$ cat src/rtl/nor_bufprog_pkg.sv
package nor_bufprog_pkg;

  typedef enum logic [2:0] {
    ST_IDLE,
    ST_UNLOCK_A,
    ST_UNLOCK_B,
    ST_LOAD,
    ST_COUNT,
    ST_DATA,
    ST_CONFIRM
  } seq_state_t;

  localparam logic [15:0] UNLOCK_A_ADDR   = 16'h0555;
  localparam logic [15:0] UNLOCK_A_DATA   = 16'h00AA;
  localparam logic [15:0] UNLOCK_B_ADDR   = 16'h02AA;
  localparam logic [15:0] UNLOCK_B_DATA   = 16'h0055;
  localparam logic [15:0] CMD_BUF_LOAD    = 16'h0025;
  localparam logic [15:0] CMD_BUF_CONFIRM = 16'h0029;

endpackage

$ cat src/rtl/nor_count_check.sv
module nor_count_check #(
  parameter int MAX_WORDS = 32,
  parameter int CW        = $clog2(MAX_WORDS + 1)
) (
  input  logic [CW-1:0] count,
  output logic          legal
);
  localparam logic [CW-1:0] LIMIT = CW'(MAX_WORDS);

  always_comb begin
    legal = (count != '0) && (count <= LIMIT);
  end
endmodule

$ cat src/rtl/nor_word_tracker.sv
module nor_word_tracker #(
  parameter int AW = 24,
  parameter int CW = 6
) (
  input  logic          clk,
  input  logic          rst,
  input  logic          load,
  input  logic [AW-1:0] start_addr,
  input  logic [CW-1:0] count,
  input  logic          step,
  output logic [AW-1:0] next_addr,
  output logic [AW-1:0] last_addr,
  output logic [CW-1:0] remaining,
  output logic          all_loaded
);
  always_ff @(posedge clk) begin
    if (rst) begin
      next_addr <= '0;
      last_addr <= '0;
      remaining <= '0;
    end else if (load) begin
      next_addr <= start_addr;
      last_addr <= start_addr;
      remaining <= count;
    end else if (step) begin
      last_addr <= next_addr;
      next_addr <= next_addr + 1'b1;
      remaining <= remaining - 1'b1;
    end
  end

  always_comb begin
    all_loaded = (remaining == '0);
  end
endmodule

$ cat src/rtl/nor_bufprog_loader.sv
module nor_bufprog_loader
  import nor_bufprog_pkg::*;
#(
  parameter int AW        = 24,
  parameter int DW        = 16,
  parameter int MAX_WORDS = 32,
  parameter int CW        = $clog2(MAX_WORDS + 1)
) (
  input  logic          clk,
  input  logic          rst,
  input  logic          req_valid,
  output logic          req_ready,
  input  logic [AW-1:0] req_addr,
  input  logic [CW-1:0] req_count,
  input  logic          data_valid,
  output logic          data_ready,
  input  logic [DW-1:0] data_word,
  output logic          bus_wr_valid,
  input  logic          bus_wr_ready,
  output logic [AW-1:0] bus_wr_addr,
  output logic [DW-1:0] bus_wr_data,
  output logic          done,
  output logic          error
);
  seq_state_t    state_q;
  logic          req_legal;
  logic          req_fire;
  logic          slot_free;
  logic          accept;
  logic          take;
  logic          start_ok;
  logic [AW-1:0] next_addr;
  logic [AW-1:0] last_addr;
  logic [CW-1:0] remaining;
  logic          all_loaded;

  nor_count_check #(.MAX_WORDS(MAX_WORDS), .CW(CW)) u_count_check (
    .count (req_count),
    .legal (req_legal)
  );

  nor_word_tracker #(.AW(AW), .CW(CW)) u_tracker (
    .clk        (clk),
    .rst        (rst),
    .load       (start_ok),
    .start_addr (req_addr),
    .count      (req_count),
    .step       (take),
    .next_addr  (next_addr),
    .last_addr  (last_addr),
    .remaining  (remaining),
    .all_loaded (all_loaded)
  );

  always_comb begin
    req_ready  = (state_q == ST_IDLE);
    req_fire   = req_valid && req_ready;
    start_ok   = req_fire && req_legal;
    accept     = bus_wr_valid && bus_wr_ready;
    slot_free  = !bus_wr_valid || bus_wr_ready;
    data_ready = (state_q == ST_DATA) && slot_free && !all_loaded;
    take       = data_ready && data_valid;
  end

  always_ff @(posedge clk) begin
    if (rst) begin
      state_q      <= ST_IDLE;
      bus_wr_valid <= 1'b0;
      bus_wr_addr  <= '0;
      bus_wr_data  <= '0;
      done         <= 1'b0;
      error        <= 1'b0;
    end else begin
      done  <= 1'b0;
      error <= 1'b0;
      case (state_q)
        ST_IDLE: begin
          if (start_ok) begin
            bus_wr_valid <= 1'b1;
            bus_wr_addr  <= AW'(UNLOCK_A_ADDR);
            bus_wr_data  <= DW'(UNLOCK_A_DATA);
            state_q      <= ST_UNLOCK_A;
          end else if (req_fire) begin
            error <= 1'b1;
          end
        end
        ST_UNLOCK_A: begin
          if (accept) begin
            bus_wr_addr <= AW'(UNLOCK_B_ADDR);
            bus_wr_data <= DW'(UNLOCK_B_DATA);
            state_q     <= ST_UNLOCK_B;
          end
        end
        ST_UNLOCK_B: begin
          if (accept) begin
            bus_wr_addr <= next_addr;
            bus_wr_data <= DW'(CMD_BUF_LOAD);
            state_q     <= ST_LOAD;
          end
        end
        ST_LOAD: begin
          if (accept) begin
            bus_wr_data <= DW'(remaining - 1'b1);
            state_q     <= ST_COUNT;
          end
        end
        ST_COUNT: begin
          if (accept) begin
            bus_wr_valid <= 1'b0;
            state_q      <= ST_DATA;
          end
        end
        ST_DATA: begin
          if (slot_free) begin
            if (take) begin
              bus_wr_valid <= 1'b1;
              bus_wr_addr  <= next_addr;
              bus_wr_data  <= data_word;
            end else if (all_loaded) begin
              bus_wr_valid <= 1'b1;
              bus_wr_addr  <= last_addr;
              bus_wr_data  <= DW'(CMD_BUF_CONFIRM);
              state_q      <= ST_CONFIRM;
            end else begin
              bus_wr_valid <= 1'b0;
            end
          end
        end
        ST_CONFIRM: begin
          if (accept) begin
            bus_wr_valid <= 1'b0;
            done         <= 1'b1;
            state_q      <= ST_IDLE;
          end
        end
        default: state_q <= ST_IDLE;
      endcase
    end
  end
endmodule

$ cat config.mk
export PLATFORM = sky130hd
export DESIGN_NAME = nor_bufprog_loader
export DESIGN_NICKNAME = d
export VERILOG_FILES = /design/src/rtl/nor_bufprog_pkg.sv /design/src/rtl/nor_count_check.sv /design/src/rtl/nor_word_tracker.sv /design/src/rtl/nor_bufprog_loader.sv
export SDC_FILE = /design/constraint.sdc
export NUM_CORES = 1
export LEC_CHECK = 0
export BUFFER_PORTS_ARGS = -buffer_cell sky130_fd_sc_hd__buf_2
export CAP_MARGIN = 20
export CORE_UTILIZATION = 40
export CTS_CLUSTER_SIZE = 10
export DETAILED_ROUTE_END_ITERATION = 10
export GPL_ROUTABILITY_DRIVEN = 1
export PLACE_DENSITY = 0.72
export SETUP_SLACK_MARGIN = 0.02
export SLEW_MARGIN = 20
export SYNTH_ARGS = -nofsm -noshare
export SYNTH_HDL_FRONTEND = slang
export SYNTH_SLANG_ARGS = --single-unit
$ cat constraint.sdc
create_clock -name clk -period 2.7 [get_ports clk]
set_input_delay 0.135 -clock clk [delete_from_list [all_inputs] [get_ports clk]]
set_output_delay 0.135 -clock clk [all_outputs]
set_load 0.005 [all_outputs]
# --- After elaboration in Yosys (flattened, before gate mapping) ---
# Cells that the tools add are included.
word_totals:
  input_bits: 51
  output_inout_bits: 45
  elab_cells: 95
  regBits: 100
classes:
  n_bitwise: 2
  eq_ne: 17
  muxes: 39
  reduce_logical: 24
  order_cmp: 1
  n_addsub: 3
ops:
  columns: ["op", "n"]
  rows:
  - ["$mux 24", 10]
  - ["$mux 16", 7]
  - ["$pmux 24 s4", 1]
  - ["$pmux 16 s5", 1]
  - ["$mux 3", 9]
  - ["$add 24x1->24 const B", 1]
  - ["$pmux 3 s7", 1]
  - ["$ne 2x2->1 const B", 8]
  - ["$mux 6", 2]
  - ["$eq 3x3->1 const B", 3]
  - ["$reduce_and 9->1", 1]
  - ["$logic_and 1x1->1", 7]
  - ["$mux 1", 7]
  - ["$reduce_and 7->1", 1]
  - ["$sub 6x1->7 const B", 1]
  - ["$eq 3x2->1 const B", 2]
  - ["$le 6x6->1 const B", 1]
  - ["$logic_not 6->1", 1]
  - ["$reduce_and 6->1", 1]
  - ["$reduce_bool 6->1", 1]
  - ["$sub 6x1->6 const B", 1]
  - ["$reduce_bool 5->1", 1]
  - ["$ne 2x1->1 const B", 2]
  - ["$reduce_and 4->1", 1]
  - ["other kinds (12)", 15]

# --- Longest topological paths before layout ---
# Gate-level depths: netlist (run 1).
logic_depth:
  ltp_word: 8
  depth_mapped: 9
  depth_no_buf: 8

# --- Hierarchy ---
# A second synthesis (run 1) with hierarchy kept.
unflattened:
  hier_cells: 591
  area_unflattened_um2: 5255.0
modules_own_cells:
  columns: ["module", "cells_each", "area_per_inst_um2", "instances", "seq_area_each_um2"]
  rows:
  - ["nor_word_tracker", 306, 2711.4, 1, 1081.0]
  - ["nor_bufprog_loader", 282, 2523.7, 1, 920.9]
  - ["nor_count_check", 3, 20.0, 1, 0.0]

# --- Least setup slack after synthesis (run 1) ---
# OpenSTA, ideal clock, no wires.
synth_timing:
  kind: "register -> register"
  from: "reg u_tracker.remaining[0]"
  to: "reg u_tracker.remaining[4]"
  slack_ns: 0.686
  n_path_buf: 2
  setup_time_ns: 0.070
  period_less_slack_ns: 2.014
  t_required_ns: 2.630
  stages_incl_launch_ff: 10
  arrival_time_ns: 1.944
  cell_sequence: "dfxtp_1 -> inv_1 -> ha_1 -> a211o_2 -> or2_1 -> buf_2 -> buf_2 -> nor4_1 -> a21oi_1 -> a21oi_1"
synth_between:
  elab_chain_len: 5
  elab_cells_between_ends: 8
  classes_between: "1 x add/sub; 2 x mux; 5 x reduce/logical"
synth_rtl:
  columns: ["item", "line_no", "rtl"]
  rows:
  - ["from (decl)", "nor_word_tracker.sv:13", "output logic [CW-1:0] remaining,"]
  - ["from (signal assigned)", "nor_word_tracker.sv:24", "remaining <= count;"]
  - ["from (signal assigned)", "nor_word_tracker.sv:28", "remaining <= remaining - 1'b1;"]
  - ["parallel branches: the longest is 5 deep, another holds $sub 6x1->6", null, null]
# Parallel ways; which one is timed is not known. The select of a mux whose other input is x is not followed.
# A chain may end at the register's enable or synchronous reset.

# --- Worst setup path in the final report (run 1) ---
layout_timing:
  from: "reg state_q[0]"
  to: "reg bus_wr_addr[21]"
layout_between:
  elab_chain_len: 7
  elab_cells_between_ends: 19
  classes_between: "8 x eq/ne; 3 x mux; 8 x reduce/logical"
layout_rtl:
  columns: ["item", "line_no", "rtl"]
  rows:
  - ["from (decl)", "nor_bufprog_loader.sv:25", "seq_state_t state_q;"]
  - ["from (signal assigned)", "nor_bufprog_loader.sv:67", "state_q <= ST_IDLE;"]
  - ["from (signal assigned)", "nor_bufprog_loader.sv:82", "state_q <= ST_UNLOCK_A;"]
  - ["from (signal assigned)", "nor_bufprog_loader.sv:91", "state_q <= ST_UNLOCK_B;"]
  - ["$eq 3x3->1", "nor_bufprog_loader.sv:61, nor_bufprog_loader.sv:76", null]
  - ["$logic_and 1x1->1 (2 in a row)", "nor_bufprog_loader.sv:61", "data_ready = (state_q == ST_DATA) && slot_free && !all_loaded;"]
  - ["$logic_and 1x1->1", "nor_bufprog_loader.sv:62", "take = data_ready && data_valid;"]
  - ["$mux 24", "nor_bufprog_loader.sv:115", "if (take) begin"]
  - ["$mux 24", "nor_bufprog_loader.sv:114", "if (slot_free) begin"]
  - ["$pmux 24 s4", "nor_bufprog_loader.sv:76", "case (state_q)"]
  - ["to (signal assigned)", "nor_bufprog_loader.sv:80", "bus_wr_addr <= AW'(UNLOCK_A_ADDR);"]
  - ["to (signal assigned)", "nor_bufprog_loader.sv:117", "bus_wr_addr <= next_addr;"]
  - ["to (signal assigned)", "nor_bufprog_loader.sv:121", "bus_wr_addr <= last_addr;"]
  - ["to (decl)", "nor_bufprog_loader.sv:20", "output logic [AW-1:0] bus_wr_addr,"]
# Several ways; a longest one is shown, not always the timed one. The select of a mux whose other input is x is not followed.

==> flow_summary.json, run 1 <==
{
  "area_delta_synth_final_pct": 17.4,
  "fin_setup_tns_ns": 0,
  "cap_violations": 0,
  "path_class": "flip-flop to flip-flop",
  "p_per_area_nw_per_um2": 635,
  "die_w_um": 113,
  "synth_top_area_cell": "dfxtp_1",
  "syn_area_um2": 4950,
  "layout_min_cycle_time_ns": 2.49,
  "vias": 4691,
  "wire_per_inst_um": 16.8,
  "fmax_mhz": 401,
  "gp_congestion": 0.882,
  "gr-total-overflow": 0,
  "status": "complete, no violations",
  "rows": 40,
  "fin_crit_sh_pct": 92.4,
  "cts_resized": 0,
  "yosysSeqAreaShare_pct": 40.5,
  "diodes": 0,
  "end_kind": "flip-flop",
  "max_stage_delay_ns": 0.67,
  "finalSetupViolCount": 0,
  "ys_ff_latch": 100,
  "finalPower_mw": 3.69,
  "drc_errors": 0,
  "drtIter0Drc": 404,
  "die_h_um": 113,
  "async_flop_share_pct": 0,
  "yosys_warnings": 0,
  "yosysMostFrequentCell": "dfxtp_1",
  "firstDrtPassIters": 5,
  "vdd_drop_max_mv": 0.347,
  "slew_violations": 0,
  "nets": 700,
  "clk_latency_ns": 0.35,
  "synth_area_per_cell_um2": 8.70,
  "viasPerCell": 5.88,
  "h-tree-depth": 3,
  "clock_sinks": 100,
  "track_usage_pct": 21.2,
  "fillers": 1180,
  "syn_inst": 569,
  "hold_class": "primary input to flip-flop",
  "ys.flop_type": "dfxtp_1",
  "synthesis.nets": 623,
  "grt_max_degree": 79,
  "die_area_um2": 12800,
  "core_area_um2": 12000,
  "synth_xor_xnor_area_share_pct": 4.25,
  "port_buffers": 95,
  "required_ns": 2.97,
  "worstPathCellList": "nor2b_1 > nand2_2 > or2_1 > o21ai_2 > a22oi_1 > a211oi_2",
  "synth-simple-area-share_pct": 20.8,
  "grt_pass1_wl_mm": 21.8,
  "critPathTopFamily": "compound AO/OA/AOI/OAI gates",
  "relSlewSlack_pct": 38.9,
  "synth-compound-area-share_pct": 28.0,
  "dpl.hpwl_mm": 8.87,
  "synth_edf_count": 0,
  "drt_wl_total_mm": 13.4,
  "synthTopCellsByArea": "dfxtp_1, nand2_1, nor2_1",
  "worstPathArrival_ns": 2.76,
  "synth_mux_area_share_pct": 0.228,
  "synth_fa_ha_area_share_pct": 0.759,
  "start_util_pct": 41.2,
  "drive_gt1_share_pct": 25.7,
  "worst_slew_pin_slew_ns": 0.917,
  "synth.top_cell.area_share_pct": 40.5,
  "ant_nets": 0,
  "hold_viol_final": 0,
  "crit_buf_inv": 0,
  "rsz0062_at_grt": "false",
  "cts_buffer_depth": 2,
  "crit_path_top_delay_cell": "dfxtp_1",
  "synth_top_family_by_area": "compound AO/OA/AOI/OAI gates",
  "synth_commonest_cells": "dfxtp_1, nand2_1, nor2_1",
  "tritoncts": "yes",
  "cts_made_buffers": 9,
  "yosysUniqueCellTypes": 64,
  "leakagePower_nw": 2.17,
  "root_buffer": "clkbuf_16",
  "grt_pass1_vias": 4478,
  "antenna_found_initial": 0,
  "start_kind": "flip-flop",
  "cp_max_fo": 18,
  "postCtsSetupBuffers": 0,
  "holdBufCountCts": 0,
  "ios": 96,
  "cts.clk_slew.worst_paths_ns": 0.07,
  "fin_skew_ns": 0.00697
}
-- per-layer routing --
layer | GRT usage (%) | up-vias | wire [µm]
met5 | 0 | - | 0
met3 | 4.28 | 26 | 785
li1 | - | 2237 | -
met1 | 28.6 | 2237 | 6130
met2 | 33.2 | 191 | 6230
met4 | 8.60 | 0 | 281
-- state kept, by name (all words and copies together), names as in the netlist --
signal               count
done                     1
state_q                  3
u_tracker.last_addr     24
u_tracker.next_addr     24
bus_wr_data             16
bus_wr_addr             24
error                    1
bus_wr_valid             1
u_tracker.remaining      6
-- stage by stage --
step / area (µm²) / cells / hold WS, ns / utilization, % / setup slack [ns]
floorplan: 4950 / 569 / 0.280 / - / 0.686
global placement: 5500 / 782 / 0.388 / 45.8 / 0.324
detailed placement: 5500 / 782 / 0.392 / 45.8 / 0.252
CTS: 5800 / 798 / 0.0278 / 48.3 / 0.186
global route: 5810 / 798 / 0.0316 / 48.4 / 0.0126
finish: 5810 / 798 / 0.0355 / 48.4 / 0.206
-- path summary, 6_finish.rpt --
check	from	endpoint	slack [ns]	cells past startpoint
setup reg to reg	state_q[0]	bus_wr_addr[21]	0.21	6
hold / removal	data_word[8]	bus_wr_data[8]	0.04	3
hold reg to reg	u_tracker.last_addr[15]	u_tracker.last_addr[15]	0.48	2
setup / recovery	state_q[0]	bus_wr_addr[21]	0.21	6
-- report_power, final --
part / total [mW] / switching, mW / leakage [nW] / internal (mW)
Sequential: 1.72 / 0.111 / 0.822 / 1.61
Clock: 1.32 / 0.593 / 0.145 / 0.729
Combinational: 0.646 / 0.369 / 1.20 / 0.277
-- logic make-up (layout without fill, tap and decap cells) --
family / count (synthesis) / count (layout)
compound gates: 182 / 182
buf+inv: 50 / 132
fa+ha+maj: 3 / 3
xor+xnor: 24 / 24
flops: 100 / 100
simple gates: 209 / 209
mux: 1 / 1
-- cell type report --
| type | instances | area [µm²] | share of cell area, % |
|---|---|---|---|
| Tap cell | 147 | 184 | 3.17 |
| Clock buffer | 10 | 229 | 3.94 |
| Multi-Input combinational cell | 419 | 2680 | 46.2 |
| Inverter | 8 | 30.0 | 0.517 |
| Sequential cell | 100 | 2000 | 34.5 |
| Clock inverter | 6 | 71.3 | 1.23 |
| Timing Repair Buffer | 108 | 611 | 10.5 |
-- layout by cell type, fill, tap and decap left out, types with 4 or more instances in the layout --
cell type | Yosys | final
nand2b_1 | 4 | 4
a221oi_1 | 13 | 13
a211oi_1 | 14 | 14
a21oi_1 | 41 | 41
inv_1 | 8 | 8
nor3_1 | 13 | 13
o21bai_1 | 22 | 22
nand2_1 | 73 | 73
nand3_1 | 14 | 14
nor2_2 | 5 | 5
buf_4 | 6 | 10
and4_1 | 5 | 5
o21ai_0 | 10 | 10
a22oi_1 | 16 | 16
nor2_1 | 61 | 60
xor2_1 | 14 | 14
buf_2 | 14 | 95
dfxtp_1 | 100 | 100
a31oi_1 | 22 | 22
xnor2_1 | 10 | 10
a211oi_2 | 18 | 18
nand4_1 | 6 | 6
clkbuf_16 | 0 | 9
-- tightest hold or removal path, cell delays in order --
cell	delay, ns
buf_2	0.09
nand2_1	0.05
a211oi_1	0.06
Note: power is estimated with default switching activity, not from simulation.
==> run 2, diff against run 1 <==
--- a/config.mk
+++ b/config.mk
@@ -16,4 +16,5 @@
 export SLEW_MARGIN = 20
 export SYNTH_ARGS = -nofsm -noshare
 export SYNTH_HDL_FRONTEND = slang
+export SYNTH_HIERARCHICAL = 1
 export SYNTH_SLANG_ARGS = --single-unit
==> run 2 against run 1 <==
  * Global-route usage grew 0.18 points
  * Sequential power grew 16%
  * Sequential share of layout area shrank 3.5 points
  * Highest routed layer unchanged
  * Critical path type unchanged
  * Final area grew 12%
  * Largest power group unchanged
  * Hold slack gained 0.0057 ns
  * Count of clock-buffer cells in the layout shrank 1
  * Cell count grew 9.1%
  * Flip-flop and latch count is the same
  * Register-to-register slack lost 0.09 ns
  * Total power grew 37%
  * Clock skew grew 0.0026 ns
==> flow_summary.json, run 2 <==
{
  "holdBufCountCts": 0,
  "cts_made_buffers": 9,
  "ys_ff_latch": 100,
  "gr-total-overflow": 0,
  "tritoncts": "yes",
  "cap_violations": 0,
  "crit_buf_inv": 3,
  "fillers": 1218,
  "synthTopCellsByArea": "dfxtp_1, mux2i_1, a21oi_1",
  "rr_endpoint": "u_tracker/next_addr[12]",
  "worstPathArrival_ns": 2.85,
  "port_buffers": 95,
  "min_path_cells": 3,
  "reg2reg_from": "u_tracker/remaining[1]",
  "start_util_pct": 41.3,
  "leakagePower_nw": 2.51,
  "root_buffer": "clkbuf_16",
  "yosysUniqueCellTypes": 73,
  "drive_gt1_share_pct": 27.9,
  "layout.cells.most_common": "dfxtp_1",
  "fin_cells": 871,
  "syn_area_um2": 5260,
  "path_class": "flip-flop to flip-flop",
  "worstPathCellList": "inv_2 > ha_4 > and3_4 > nand4bb_4 > or3b_4 > inv_4 > and3_1 > nand4_1 > buf_4 > xor2_1 > a21boi_0",
  "yosysMostFrequentCell": "dfxtp_1",
  "clock_sinks": 100,
  "die_h_um": 117,
  "grt_pass1_vias": 4591,
  "ys.flop_type": "dfxtp_1",
  "gp_congestion": 0.886,
  "cp-startpoint": "u_tracker/remaining[1]",
  "crit_path_top_delay_cell": "or3b_4",
  "firstDrtPassIters": 5,
  "crit_end": "u_tracker/next_addr[12]",
  "rsz0062_at_grt": "false",
  "clk_latency_ns": 0.35,
  "cp_max_fo": 6,
  "drtIter0Drc": 268,
  "yosysSeqAreaShare_pct": 38.1,
  "core_area_um2": 12700,
  "nets": 749,
  "relSlewSlack_pct": 48.2,
  "rows": 41,
  "synth_edf_count": 0,
  "final_cell_mix": "dfxtp_1, buf_2, nor2_1",
  "viasPerCell": 5.62,
  "grt_max_degree": 38,
  "worst_slew_pin_slew_ns": 0.776,
  "ios": 96,
  "async_flop_share_pct": 0,
  "r2r_slack_ns": 0.12,
  "finalSetupViolCount": 0,
  "ant_nets": 0,
  "wire_per_inst_um": 16.5,
  "fin_crit_sh_pct": 95.5,
  "track_usage_pct": 21.4,
  "dp_cells": 851,
  "drc_errors": 0,
  "h-tree-depth": 3,
  "fmax_mhz": 388,
  "synth.top_cell.area_share_pct": 38.1,
  "drt_wl_total_mm": 14.4,
  "antenna_found_initial": 0,
  "area_delta_synth_final_pct": 23.5,
  "finalPower_mw": 5.07,
  "start_kind": "flip-flop",
  "grt_pass1_wl_mm": 22.9,
  "top_regs": "bus_wr_addr x24, u_tracker/last_addr x24, u_tracker/next_addr x24",
  "synth_commonest_cells": "dfxtp_1, nor2_1, a21oi_1",
  "synth_top_area_cell": "dfxtp_1",
  "slew_violations": 0,
  "diodes": 0,
  "status": "complete, no violations",
  "syn_inst": 591,
  "required_ns": 2.97,
  "cp.depth": 11,
  "yosys_warnings": 6,
  "vias": 4893,
  "synth_area_per_cell_um2": 8.89,
  "layout_min_cycle_time_ns": 2.58,
  "dpl.hpwl_mm": 10.3,
  "hold_class": "primary input to flip-flop",
  "fin_skew_ns": 0.00955,
  "die_w_um": 117,
  "end_kind": "flip-flop",
  "ff2ff_path_depth": 11,
  "cts.clk_slew.worst_paths_ns": 0.07,
  "synthesis.nets": 646,
  "cts_buffer_depth": 2,
  "hold_viol_final": 0,
  "critPathTopFamily": "simple AND/OR/NAND/NOR gates",
  "vdd_drop_max_mv": 0.295,
  "max_stage_delay_ns": 0.44,
  "p_per_area_nw_per_um2": 780,
  "die_area_um2": 13600
}
-- run 2: cell count changes after synthesis, moves of 13 or more --
cell and change:
a31oi_1 -19, mux2i_1 +25, a211oi_1 +18, o21bai_1 -21, inv_1 +25, a211oi_2 -17, nand2_1 -45, a221oi_1 -13
a21boi_0 +32
-- run 2: how the worst min path moves through the flow --
stage	startpoint	endpoint
final	req_valid	error
after global routing	req_valid	error
after detailed placement	req_valid	error
after global placement	req_valid	error
after CTS	req_valid	error
after floorplan	req_valid	error
-- run 2: final cells by class --
cell class                 count  area [µm²]  share of cell area, %
clock buffer                   9         225                   3.47
clock inverter                 7        90.1                   1.39
inverter                      34         130                   2.00
multi-input combinational    415        3010                   46.3
sequential                   100        2010                   30.9
tap                          172         215                   3.31
timing repair buffer         134         818                   12.6
-- run 2: routing by layer --
metal  routed length (µm)  track usage (%)  vias to the layer above
met5                    0                0                        -
met3                 1000             3.63                       23
met4                  286             7.51                        0
li1                     -                -                     2373
met1                 6670             28.9                     2301
met2                 6400             34.4                      196
-- run 2: power breakdown --
group / switching, mW / total [mW] / internal [mW]
Combinational: 0.973 / 1.71 / 0.739
Sequential: 0.228 / 1.99 / 1.77
Clock: 0.617 / 1.36 / 0.742
Total: 1.82 / 5.07 / 3.25
-- run 2: per-stage QoR --
| step | hold slack (ns) | util (%) | setup WS [ns] | area (µm²) | setup TNS [ns] |
|---|---|---|---|---|---|
| floorplan | 0.253 | - | -0.152 | 5330 | -0.676 |
| global placement | 0.399 | 48.0 | 0.115 | 6110 | 0 |
| detailed placement | 0.400 | 48.0 | -0.0210 | 6110 | -0.0210 |
| CTS | 0.0348 | 50.6 | 0.0113 | 6430 | 0 |
| global route | 0.0521 | 51.0 | 0.0203 | 6490 | 0 |
| finish | 0.0412 | 51.0 | 0.121 | 6490 | 0 |
-- run 2: what timing repair did --
item	4_1_cts	5_1_grt
gates cloned	0	0
resized for setup	2	6
buffers inserted	0	4
endpoints found under the setup margin	2	9
pin swaps	0	0
-- run 2: cell families (layout without fill, tap and decap cells) --
family | after synthesis | after routing | share of synthesized area (%)
AOI/OAI and AO/OA | 201 | 201 | 29.4
xor gates and xnor gates | 20 | 20 | 3.33
adders and majority gates | 4 | 4 | 0.952
buffers and inverters | 76 | 184 | 6.52
DFF | 100 | 100 | 38.1
muxes | 25 | 25 | 4.76
and+or+nand+nor | 165 | 165 | 16.9
-- run 2: worst register-to-register path: stages (launching register included) --
cell and delay, ns:
dfxtp_2 0.34, inv_2 0.06, ha_4 0.14, and3_4 0.14
nand4bb_4 0.20, or3b_4 0.44, inv_4 0.09, and3_1 0.26
nand4_1 0.29, buf_4 0.24, xor2_1 0.13, a21boi_0 0.17
